File: src/rtl/dis_pkg.sv
package dis_pkg;
  localparam int NPOLE = 3;
  localparam int NSEG  = 7;

  typedef logic [1:0] pole_t;
  localparam pole_t P_POS  = 2'b01;
  localparam pole_t P_ZERO = 2'b00;
  localparam pole_t P_NEG  = 2'b11;
  localparam pole_t P_BAD  = 2'b10;

  typedef struct packed {
    pole_t [NPOLE-1:0] inv2;
    pole_t [NPOLE-1:0] inv1;
  } combo_t;

  localparam int CW = $bits(combo_t);

  function automatic logic signed [3:0] pole_sum(input pole_t [NPOLE-1:0] p);
    logic signed [3:0] s;
    s = '0;
    for (int i = 0; i < NPOLE; i++) begin
      case (p[i])
        P_POS:          s = s + 4'sd1;
        P_NEG:          s = s - 4'sd1;
        P_ZERO, P_BAD:  s = s;
        default:        s = s;
      endcase
    end
    return s;
  endfunction

  function automatic logic pole_bad(input pole_t [NPOLE-1:0] p);
    logic b;
    b = 1'b0;
    for (int i = 0; i < NPOLE; i++) b = b | (p[i] == P_BAD);
    return b;
  endfunction
endpackage

File: src/rtl/dis_split.sv
module dis_split
  import dis_pkg::*;
#(
  parameter int TW   = 16,
  parameter int FW   = 16,
  parameter int FRAC = 14
) (
  input  logic [TW-1:0]            t1_i,
  input  logic [TW-1:0]            t2_i,
  input  logic [TW-1:0]            t3_i,
  input  logic signed [FW-1:0]     f_i,
  output logic [NSEG-1:0][TW-1:0]  dur_o
);
  localparam int PW = TW + FRAC + 2;
  localparam logic signed [FW-1:0] F_HI = FW'(2**FRAC);
  localparam logic signed [FW-1:0] F_LO = -F_HI;

  logic signed [FW-1:0] f_c;
  logic [FRAC+1:0]      w;
  logic [PW-1:0]        prod;
  logic [TW-1:0]        d_ctr, rem, d_out;

  always_comb begin
    if (f_i > F_HI)      f_c = F_HI;
    else if (f_i < F_LO) f_c = F_LO;
    else                 f_c = f_i;
    // weight of the centre combination: (1 - f) in Q(FRAC), range 0..2
    w     = (FRAC+2)'((2**FRAC) - int'(f_c));
    prod  = PW'(t1_i) * PW'(w);
    d_ctr = TW'(prod >> (FRAC + 1));
    rem   = t1_i - d_ctr;
    d_out = rem >> 1;
    dur_o[0] = d_out;
    dur_o[1] = t2_i >> 1;
    dur_o[2] = t3_i >> 1;
    dur_o[3] = d_ctr;
    dur_o[4] = t3_i - (t3_i >> 1);
    dur_o[5] = t2_i - (t2_i >> 1);
    dur_o[6] = rem - d_out;
  end
endmodule

File: src/rtl/dis_cm.sv
module dis_cm
  import dis_pkg::*;
(
  input  combo_t c_i,
  output logic   ok_o
);
  assign ok_o = !pole_bad(c_i.inv1) && !pole_bad(c_i.inv2) &&
                (pole_sum(c_i.inv1) == pole_sum(c_i.inv2));
endmodule

File: src/rtl/dis_sched.sv
module dis_sched
  import dis_pkg::*;
#(
  parameter int TW = 16,
  localparam int SW = $clog2(NSEG + 1)
) (
  input  logic                     clk_i,
  input  logic                     rst_ni,
  input  logic                     start_i,
  input  logic [TW-1:0]            period_i,
  input  logic [NSEG-1:0][TW-1:0]  dur_i,
  input  logic                     cm_bad_i,
  output logic                     load_o,
  output logic [SW-1:0]            seg_o,
  output logic                     err_o
);
  localparam int BW = TW + 2;

  logic [NSEG-1:0][BW-1:0] bnd_d, bnd_q;
  logic [TW-1:0] cnt_q, per_q;
  logic busy_q, err_q, last, over;

  for (genvar k = 0; k < NSEG; k++) begin : g_cum
    if (k == 0) begin : g_first
      assign bnd_d[k] = BW'(dur_i[k]);
    end else begin : g_next
      assign bnd_d[k] = bnd_d[k-1] + BW'(dur_i[k]);
    end
  end

  assign over   = bnd_d[NSEG-1] > BW'(period_i);
  assign last   = busy_q && (((TW+1)'(cnt_q) + 1'b1) >= (TW+1)'(per_q));
  assign load_o = start_i && (!busy_q || last);
  assign err_o  = busy_q && err_q;

  always_ff @(posedge clk_i or negedge rst_ni) begin
    if (!rst_ni) begin
      busy_q <= 1'b0;
      err_q  <= 1'b0;
      cnt_q  <= '0;
      per_q  <= '0;
      bnd_q  <= '0;
    end else if (load_o) begin
      busy_q <= 1'b1;
      err_q  <= over | cm_bad_i;
      cnt_q  <= '0;
      per_q  <= period_i;
      bnd_q  <= bnd_d;
    end else if (last) begin
      busy_q <= 1'b0;
      cnt_q  <= '0;
    end else if (busy_q) begin
      cnt_q  <= cnt_q + 1'b1;
    end
  end

  // lowest segment whose end lies beyond the tick; empty segments fall through
  always_comb begin
    seg_o = '0;
    if (busy_q && !err_q) begin
      for (int k = NSEG - 1; k >= 0; k--) begin
        if (BW'(cnt_q) < bnd_q[k]) seg_o = SW'(k + 1);
      end
    end
  end

  AST_SEG_ORDER: assert property (@(posedge clk_i) disable iff (!rst_ni)
    (busy_q && $past(busy_q) && !$past(load_o) && seg_o != '0) |-> (seg_o >= $past(seg_o)));
  AST_PER_HOLD: assert property (@(posedge clk_i) disable iff (!rst_ni)
    (busy_q && !last) |=> ($stable(per_q) && $stable(bnd_q)));
  AST_END_IDLE: assert property (@(posedge clk_i) disable iff (!rst_ni)
    (last && !load_o) |=> (!busy_q && seg_o == '0 && !err_o));
endmodule

File: src/rtl/dual_inv_seq7.sv
module dual_inv_seq7
  import dis_pkg::*;
#(
  parameter int TW   = 16,
  parameter int FW   = 16,
  parameter int FRAC = 14
) (
  input  logic                 clk_i,
  input  logic                 rst_ni,
  input  logic                 start_i,
  input  logic [TW-1:0]        period_i,
  input  logic [TW-1:0]        t1_i,
  input  logic [TW-1:0]        t2_i,
  input  logic [TW-1:0]        t3_i,
  input  logic signed [FW-1:0] f_i,
  input  logic [CW-1:0]        cmb_s1_i,
  input  logic [CW-1:0]        cmb_s2_i,
  input  logic [CW-1:0]        cmb_v2_i,
  input  logic [CW-1:0]        cmb_v3_i,
  output logic [2*NPOLE-1:0]   inv1_o,
  output logic [2*NPOLE-1:0]   inv2_o,
  output logic [2:0]           seg_o,
  output logic                 err_o
);
  localparam int NCMB = 4;

  logic [NSEG-1:0][TW-1:0] dur;
  combo_t [NCMB-1:0] cmb_in, cmb_q;
  logic [NCMB-1:0]   cm_ok;
  logic              load;
  combo_t            sel;

  assign cmb_in[0] = combo_t'(cmb_s1_i);
  assign cmb_in[1] = combo_t'(cmb_s2_i);
  assign cmb_in[2] = combo_t'(cmb_v2_i);
  assign cmb_in[3] = combo_t'(cmb_v3_i);

  dis_split #(.TW(TW), .FW(FW), .FRAC(FRAC)) u_split (
    .t1_i (t1_i),
    .t2_i (t2_i),
    .t3_i (t3_i),
    .f_i  (f_i),
    .dur_o(dur)
  );

  for (genvar g = 0; g < NCMB; g++) begin : g_chk
    dis_cm u_cm (
      .c_i (cmb_in[g]),
      .ok_o(cm_ok[g])
    );
  end

  dis_sched #(.TW(TW)) u_sched (
    .clk_i   (clk_i),
    .rst_ni  (rst_ni),
    .start_i (start_i),
    .period_i(period_i),
    .dur_i   (dur),
    .cm_bad_i(~&cm_ok),
    .load_o  (load),
    .seg_o   (seg_o),
    .err_o   (err_o)
  );

  always_ff @(posedge clk_i or negedge rst_ni) begin
    if (!rst_ni)   cmb_q <= '0;
    else if (load) cmb_q <= cmb_in;
  end

  always_comb begin
    case (seg_o)
      3'd1, 3'd7: sel = cmb_q[0];
      3'd4:       sel = cmb_q[1];
      3'd2, 3'd6: sel = cmb_q[2];
      3'd3, 3'd5: sel = cmb_q[3];
      default:    sel = '0;
    endcase
  end

  assign inv1_o = sel.inv1;
  assign inv2_o = sel.inv2;

  AST_CM_OUT: assert property (@(posedge clk_i) disable iff (!rst_ni)
    pole_sum(inv1_o) == pole_sum(inv2_o));
  AST_NO_BAD_CODE: assert property (@(posedge clk_i) disable iff (!rst_ni)
    !pole_bad(inv1_o) && !pole_bad(inv2_o));
  AST_ERR_ZERO: assert property (@(posedge clk_i) disable iff (!rst_ni)
    err_o |-> (seg_o == 3'd0 && inv1_o == '0 && inv2_o == '0));
  AST_IDLE_ZERO: assert property (@(posedge clk_i) disable iff (!rst_ni)
    (seg_o == 3'd0) |-> (inv1_o == '0 && inv2_o == '0));
  AST_SPLIT_T1: assert property (@(posedge clk_i) disable iff (!rst_ni)
    ((TW+2)'(dur[0]) + (TW+2)'(dur[3]) + (TW+2)'(dur[6])) == (TW+2)'(t1_i));
endmodule

File: config.mk
export PLATFORM = sky130hd
export DESIGN_NAME = dual_inv_seq7
export DESIGN_NICKNAME = d
export VERILOG_FILES = /design/src/rtl/dis_pkg.sv /design/src/rtl/dis_split.sv /design/src/rtl/dis_cm.sv /design/src/rtl/dis_sched.sv /design/src/rtl/dual_inv_seq7.sv
export SDC_FILE = /design/constraint.sdc
export NUM_CORES = 1
export LEC_CHECK = 0
export BUFFER_PORTS_ARGS = -buffer_cell sky130_fd_sc_hd__buf_2
export CAP_MARGIN = 20
export CORE_UTILIZATION = 58
export DETAILED_ROUTE_END_ITERATION = 16
export HOLD_SLACK_MARGIN = 0.15
export PLACE_DENSITY = 0.87
export SLEW_MARGIN = 10
export SYNTH_ARGS = -nofsm -noshare
export SYNTH_HDL_FRONTEND = slang
export SYNTH_SLANG_ARGS = --single-unit
export TNS_END_PERCENT = 100
File: constraint.sdc
create_clock -name clk_i -period 4.12 [get_ports clk_i]
set_input_delay 0.412 -clock clk_i [delete_from_list [all_inputs] [get_ports clk_i]]
set_output_delay 0.412 -clock clk_i [all_outputs]
set_load 0.05 [all_outputs]
==> reports/qor.txt, run 1 <==
Largest family of logic cells by synthesized area -> adder cells
Cell count after placement -> 4474
Status -> did not finish
Synth Instances -> 3239
Failing step -> 5_1_grt
Commonest register cell after synthesis -> dfrtp_1
Dominant cell type by area after synthesis -> dfrtp_1
Port bufs -> 146
Largest net degree at the start of global routing -> 92
Die Y -> 221.7 um
Avg Inst Size Synth -> 8.641 sq um
CTS buffer count -> 23
Seq cells post-synth -> 202
Netlist cell types -> 73
Bufs on Longest Clock Path -> 3
Core Rows -> 80
Async S/R FF share, synth -> 100.0%
Clock sinks -> 202
Mapped Area -> 0.02799 sq mm
Root buf cell -> clkbuf_16
Initial Utilization -> 58.74%
H-tree depth -> 1
Sequential share of the synthesized area -> 18.06%
Dpl hpwl -> 68220 um
Placed instance area -> 0.03417 sq mm
Err -> [ERROR GRT-0232] Routing congestion too high. Check the congestion heatmap in the GUI.
Synth top area share -> 18.06%
Gpl congestion -> 0.9702
Top Ports -> 147
Synth top area cells -> dfrtp_1 (18%), ha_1 (18%), fa_1 (15%)
Gr usage total -> 80.87%
Simple-Gate Fraction of Synth Area -> 13.92%
Synth warn -> 0
Synth Area in Compound Gates -> 14.01%
Grt ovf -> 392
Synth Area in Adders -> 33.17%
Worst slack, placed -> -12.52 ns
XOR/XNOR Fraction of Synth Area -> 6.831%
Post-Syn Nets -> 3981
Chip Width -> 221.7 um
Proportion of synthesized area in mux cells -> 5.593%
Post-synth EDFFs -> 0
layer usage:
layer / overflow / GRT usage (%)
met1: 7 / 78.85
met2: 236 / 92.00
met3: 8 / 72.49
met4: 139 / 81.68
met5: 2 / 54.84
per-stage QoR:
stage | TNS (ns) | hold WS (ns)
after floorplan | -940.67 | 0.1164
after global placement | -942.48 | 0.4597
after detailed placement | -1013.33 | 0.4688
after CTS | -875.55 | 0.1547
cells by family after synthesis:
family          after synthesis
simple gates                811
xor+xnor                    215
mux                         143
buf+inv                     627
compound gates              624
flops                       202
fa+ha+maj                   617
Yosys cell counts, drive strengths merged, types with 6 or more instances:
cell     number
clkbuf       81
dfrtp       202
o21bai       29
maj3          6
a22oi        16
and3         34
nand3        32
o22ai        11
o31ai         7
xor2         76
o211ai        9
a21boi       22
mux2        107
and2        103
fa          210
or2           8
nand2       300
mux2i        36
a211oi       19
o21a         34
a21o         87
o21ai       170
xnor2       138
ha          401
nor2        153
nand2b       50
nor2b        53
a2111oi       8
nor4          9
a31oi        13
nand4        17
nor3         35
inv         540
a21oi       164
repair_timing:
action	CTS
hold endpoints to repair	91
setup endpoints to repair	162
resized for setup	343
hold buffers	3
cloned	0
pin swaps	174
setup buffers	74
==> run 2: changes to the inputs <==
Settings changed: CORE_UTILIZATION 58 to 40, HOLD_SLACK_MARGIN 0.15 to unset, PLACE_DENSITY 0.87 to unset, PLACE_DENSITY_LB_ADDON set to 0.15.
Clock period 4.12 ns to 5.36 ns, I/O delays scaled along.
==> reports/qor.txt, run 2 <==
Status -> finished with violations
Violated checks -> setup timing
Port bufs -> 146
DRT iter0 DRCs -> 1104
Crit Path Class -> in2reg
WL final -> 81240 um
Via count of the routed design -> 24490
Gpl congestion -> 0.8854
Net count reported at finish -> 4745
Gr usage total -> 22.67%
Cells on worst reg2reg path -> 16
Final antenna diode count -> 0
Hold buffers post-CTS -> 0
Synth top cells by count -> inv_1 (540), ha_1 (401), nand2_1 (300)
Dpl hpwl -> 64690 um
First-pass GRT wire length -> 128000 um
Post-synth EDFFs -> 0
Number of flip-flops in the largest register -> 120
Clk_lat worst skew -> 0.56 ns
Root buf cell -> clkbuf_16
Placed instance area -> 0.03406 sq mm
Core Rows -> 96
Top flop regs -> u_sched.bnd_q x120, cmb_q x48
CP required -> 5.78 ns
Worst slack, placed -> -10.97 ns
Die ar. -> 0.07103 sq mm
Post-Syn Nets -> 3981
Reg2Reg Launch Point -> u_sched.cnt_q[0]
Slowest-stage cell, CP -> fa_1
TritonRoute pass-1 iters -> 5
Final setup fails -> 121
Area delta synth->final -> 39.83%
Setup WS post-layout -> -9.893 ns
Commonest register cell after synthesis -> dfrtp_1
Initial Utilization -> 40.59%
H-tree depth -> 1
Synth Instances -> 3239
Core outline area -> 0.06895 sq mm
Commonest cells after routing, fill and taps aside -> buf_4 (585), inv_1 (520), ha_1 (330)
Max-slew violations -> 0
Max_slew headroom -> 39.85%
DR WL/cell -> 16.40 um
Top Ports -> 147
Mapped Area -> 0.02799 sq mm
Worst-path clk slew -> 0.06 ns
Cell mode on critical path -> buf_4
Fill cells -> 6237
DRC Markers -> 0
Final Instance Area -> 0.03913 sq mm
CP bufs+invs -> 39
Clock sinks -> 202
Least-Margin Pin Slew -> 0.9022 ns
Startpoint Class -> input pin
Vias per cell -> 4.945
Final hold viol count -> 0
Fmax -> 65.56 MHz
Bufs on Longest Clock Path -> 3
Async S/R FF share, synth -> 100.0%
Die Y -> 266.5 um
FF-to-FF End -> u_sched.bnd_q[40]
Avg Inst Size Synth -> 8.641 sq um
Post-Route Utilization -> 56.76%
Min-Delay Path Class -> in2async
Antenna Nets Post-Route -> 0
Critical Path End Type -> register
Clock Skew -> 0.02563 ns
Max Cap Viol -> 0
Cell family with most CP delay -> adder cells
Seq cells post-synth -> 202
R2r setup slk -> 0.74 ns
Commonest non-fill, non-tap cell in the layout -> buf_4
Layout cell share with drive strength beyond 1 -> 34.63%
Register bank with the most flops -> u_sched.bnd_q
Unrepaired setup endpoints after global routing -> yes
Synth warn -> 0
Grt ovf -> 0
Synth top area share -> 18.06%
Setup TNS -> -727.34 ns
CTS tree -> built
CTS buffer count -> 26
Final period util -> 284.6%
Vias in the first global route -> 24960
Fin crit period -> 15.25 ns
Crit path max fanout -> 8
Largest net degree at the start of global routing -> 111
Chip Width -> 266.5 um
Count leader, synth -> inv_1
Synth top area cells -> dfrtp_1 (18%), ha_1 (18%), fa_1 (15%)
Dominant cell type by area after synthesis -> dfrtp_1
Critical Path AT -> 15.68 ns
Netlist cell types -> 73
CP max stage delay -> 0.53 ns
Initial antenna violation count -> 3
Sequential share of the synthesized area -> 18.06%
## run 2: cell counts after synthesis
No cell type changed its count.
## run 2: stage by stage
stage | hold WS, ns | cells
6_report | 0.03968 | 4953
5_1_grt | 0.1029 | 4953
4_1_cts | 0.06834 | 4914
3_5_place_dp | 0.4696 | 4755
3_3_place_gp | 0.4603 | 4755
2_1_floorplan | 0.2404 | 3239
## run 2: metal layers
layer	global-route usage, %	up-vias	part of all wire, %
li1	-	12250	-
met1	29.80	11860	46
met2	40.20	293	50
met3	2.085	91	2.8
met4	4.769	6	1.9
met5	0	-	0.046
## run 2: kinds of logic (layout without fill, tap and decap cells)
logic type,after synthesis,in the layout,synth area share (%)
AO/OA/AOI/OAI,624,624,14.01
XOR/XNOR,215,215,6.831
adder cells (fa/ha/maj),617,617,33.17
buffers and inverters,627,1410,8.418
flip-flops,202,202,18.06
multiplexers,143,143,5.593
AND/OR/NAND/NOR,811,811,13.92
## run 2: final cells by class
| type | count | area [sq um] | share of cell area, % |
|---|---|---|---|
| clock buffers | 37 | 762.0 | 1.947 |
| inverters | 541 | 2041 | 5.215 |
| multi-input cells | 2410 | 23730 | 60.63 |
| well taps | 931 | 1165 | 2.977 |
| flip-flops and latches | 202 | 5056 | 12.92 |
| clock inverters | 10 | 167.7 | 0.4284 |
| repair buffers | 822 | 6217 | 15.89 |
## run 2: what timing repair did
| item | CTS | global route |
|---|---|---|
| setup endpoints to repair | 121 | 133 |
| pin swaps | 196 | 148 |
| setup buffers | 120 | 44 |
| resized for setup | 354 | 191 |
## run 2: how the worst max path moves through the flow
| stage | endpoint | slack [ns] | start | cells past startpoint |
|---|---|---|---|---|
| 2_1_floorplan | u_sched.err_q | -10.46 | f_i[5] | 82 |
| 6_report | u_sched.err_q | -9.89 | f_i[3] | 86 |
| 3_5_place_dp | u_sched.err_q | -10.97 | f_i[5] | 75 |
| 3_3_place_gp | u_sched.err_q | -10.79 | f_i[5] | 75 |
| 5_1_grt | u_sched.err_q | -10.69 | f_i[3] | 85 |
| 4_1_cts | u_sched.err_q | -9.77 | f_i[2] | 79 |
## run 2: worst reg2reg max path: cells and delay by family (launching register included)
family                   cells  cell delay [ns]
AO/OA/AOI/OAI               10             1.91
adder cells (fa/ha/maj)      2             0.64
buffers and inverters        1             0.43
flip-flops                   1             0.66
multiplexers                 1             0.52
AND/OR/NAND/NOR              2             0.37
Power of run 2 is not shown: default switching activity piles up to over one toggle a cycle in this logic, so the estimate is an artifact.
==> run 3: changes to the inputs <==
Clock period 5.36 ns to 18.5 ns, I/O delays scaled along.
==> reports/qor.txt, run 3 (synthesized netlist as in run 2, its figures left out) <==
Fill cells -> 6876
Die ar. -> 0.07103 sq mm
Worst slack, placed -> -0.3485 ns
Crit path from -> f_i[2]
Crit path max fanout -> 5
Area delta synth->final -> 14.74%
Clk_lat worst skew -> 0.55 ns
Bufs on Longest Clock Path -> 3
Via count of the routed design -> 22240
Final setup fails -> 0
Core Rows -> 96
Gr usage total -> 21.27%
Min-Delay Path Class -> reg2reg
CP max stage delay -> 0.54 ns
Grt ovf -> 0
Max Cap Viol -> 0
WL final -> 74650 um
Max-slew violations -> 0
Vias in the first global route -> 22300
TritonRoute pass-1 iters -> 5
Critical Path End Type -> register
Setup TNS -> 0 ns
CP required -> 18.88 ns
DRC Markers -> 0
Status -> finished clean
Hold buffers post-CTS -> 0
Root buf cell -> clkbuf_16
Number of flip-flops in the largest register -> 120
Hold slack final -> 0.4745 ns
R2r setup slk -> 13.21 ns
Net count reported at finish -> 4198
Top Ports -> 147
Die Y -> 266.5 um
Commonest non-fill, non-tap cell in the layout -> inv_1
Worst-path clk slew -> 0.06 ns
Slowest-stage cell, CP -> fa_1
Dpl hpwl -> 61030 um
Worst setup path end -> u_sched.err_q
Setup WS post-layout -> 1.042 ns
Commonest cells after routing, fill and taps aside -> inv_1 (540), ha_1 (388), nand2_1 (298)
Cell mode on critical path -> inv_1
Post-Route Utilization -> 46.57%
Least-Margin Pin Slew -> 1.065 ns
Reg area -> 0.005055 sq mm
Port bufs -> 146
Max_slew headroom -> 28.99%
Top flop regs -> u_sched.bnd_q x120, cmb_q x48
Crit Path Class -> in2reg
Clock Skew -> 0.01364 ns
Initial antenna violation count -> 9
CTS buffer count -> 25
Gpl congestion -> 0.8523
Cells on worst reg2reg path -> 16
Reg2Reg Launch Point -> u_sched.cnt_q[1]
Startpoint Class -> input pin
FF-to-FF End -> u_sched.bnd_q[78]
DR WL/cell -> 16.94 um
H-tree depth -> 1
First-pass GRT wire length -> 119500 um
DRT iter0 DRCs -> 1118
Multi-input gate area -> 0.02124 sq mm
Register bank with the most flops -> u_sched.bnd_q
Vias per cell -> 5.045
Initial Utilization -> 40.59%
Antenna Nets Post-Route -> 0
Final period util -> 94.37%
Fmax -> 57.28 MHz
Core outline area -> 0.06895 sq mm
Fin crit period -> 17.46 ns
Final hold viol count -> 0
Critical Path AT -> 17.84 ns
Clock sinks -> 202
Layout cell share with drive strength beyond 1 -> 15.51%
Chip Width -> 266.5 um
CTS tree -> built
Largest net degree at the start of global routing -> 186
==> run 3: cell count changes in the layout (fill, tap and decap cells not counted), sizes merged <==
cell      before  now
clkbuf        37   31
diode          0    2
inv          540  541
clkinv         6    7
buf          822  276
clkinvlp       1    4
==> run 3: layout make-up <==
type,instances,share of cell area (%)
Antenna cell,2,0.01559
Sequential cell,202,15.74
Inverter,541,6.324
Clock inverter,15,0.5884
Multi-Input combinational cell,2410,66.14
Tap cell,931,3.628
Timing Repair Buffer,276,5.424
Clock buffer,31,2.143
==> run 3: worst min path at each step <==
stage,start,to,slack [ns],depth (start not counted)
5_1_grt,cmb_q[7],cmb_q[7],0.50,2
3_5_place_dp,cmb_q[7],cmb_q[7],0.47,2
3_3_place_gp,cmb_q[39],cmb_q[39],0.46,2
2_1_floorplan,u_sched.bnd_q[106],u_sched.bnd_q[106],0.45,2
4_1_cts,cmb_q[7],cmb_q[7],0.48,2
6_report,u_sched.per_q[1],u_sched.per_q[1],0.47,2
==> run 3: per-layer routing <==
layer | part of all wire [%] | vias to the layer above | track usage, %
met5 | 0.087 | - | 0
met4 | 1.2 | 10 | 3.044
met3 | 3.2 | 62 | 1.937
met2 | 47 | 260 | 35.54
met1 | 49 | 10760 | 30.30
li1 | - | 11140 | -
==> run 3: through the flow <==
| stage | cell area [sq um] | std cells |
|---|---|---|
| floorplan | 27990 | 3239 |
| global placement | 30440 | 4340 |
| detailed placement | 30440 | 4340 |
| CTS | 31320 | 4386 |
| global route | 32110 | 4408 |
| finish | 32110 | 4408 |
==> run 3: worst max-delay path: cells and delay by family <==
family	cells	cell delay (ns)
AND/OR/NAND/NOR	18	2.55
buffers and inverters	12	1.03
XOR/XNOR	7	1.30
AO/OA/AOI/OAI	26	4.31
adder cells (fa/ha/maj)	18	6.75
==> run 3: what timing repair did <==
| item | in CTS | in global routing |
|---|---|---|
| buffers inserted | 0 | 19 |
| gates resized for setup | 0 | 118 |
| endpoints found under the setup margin | 0 | 7 |
Power of run 3 is left out for the same reason.
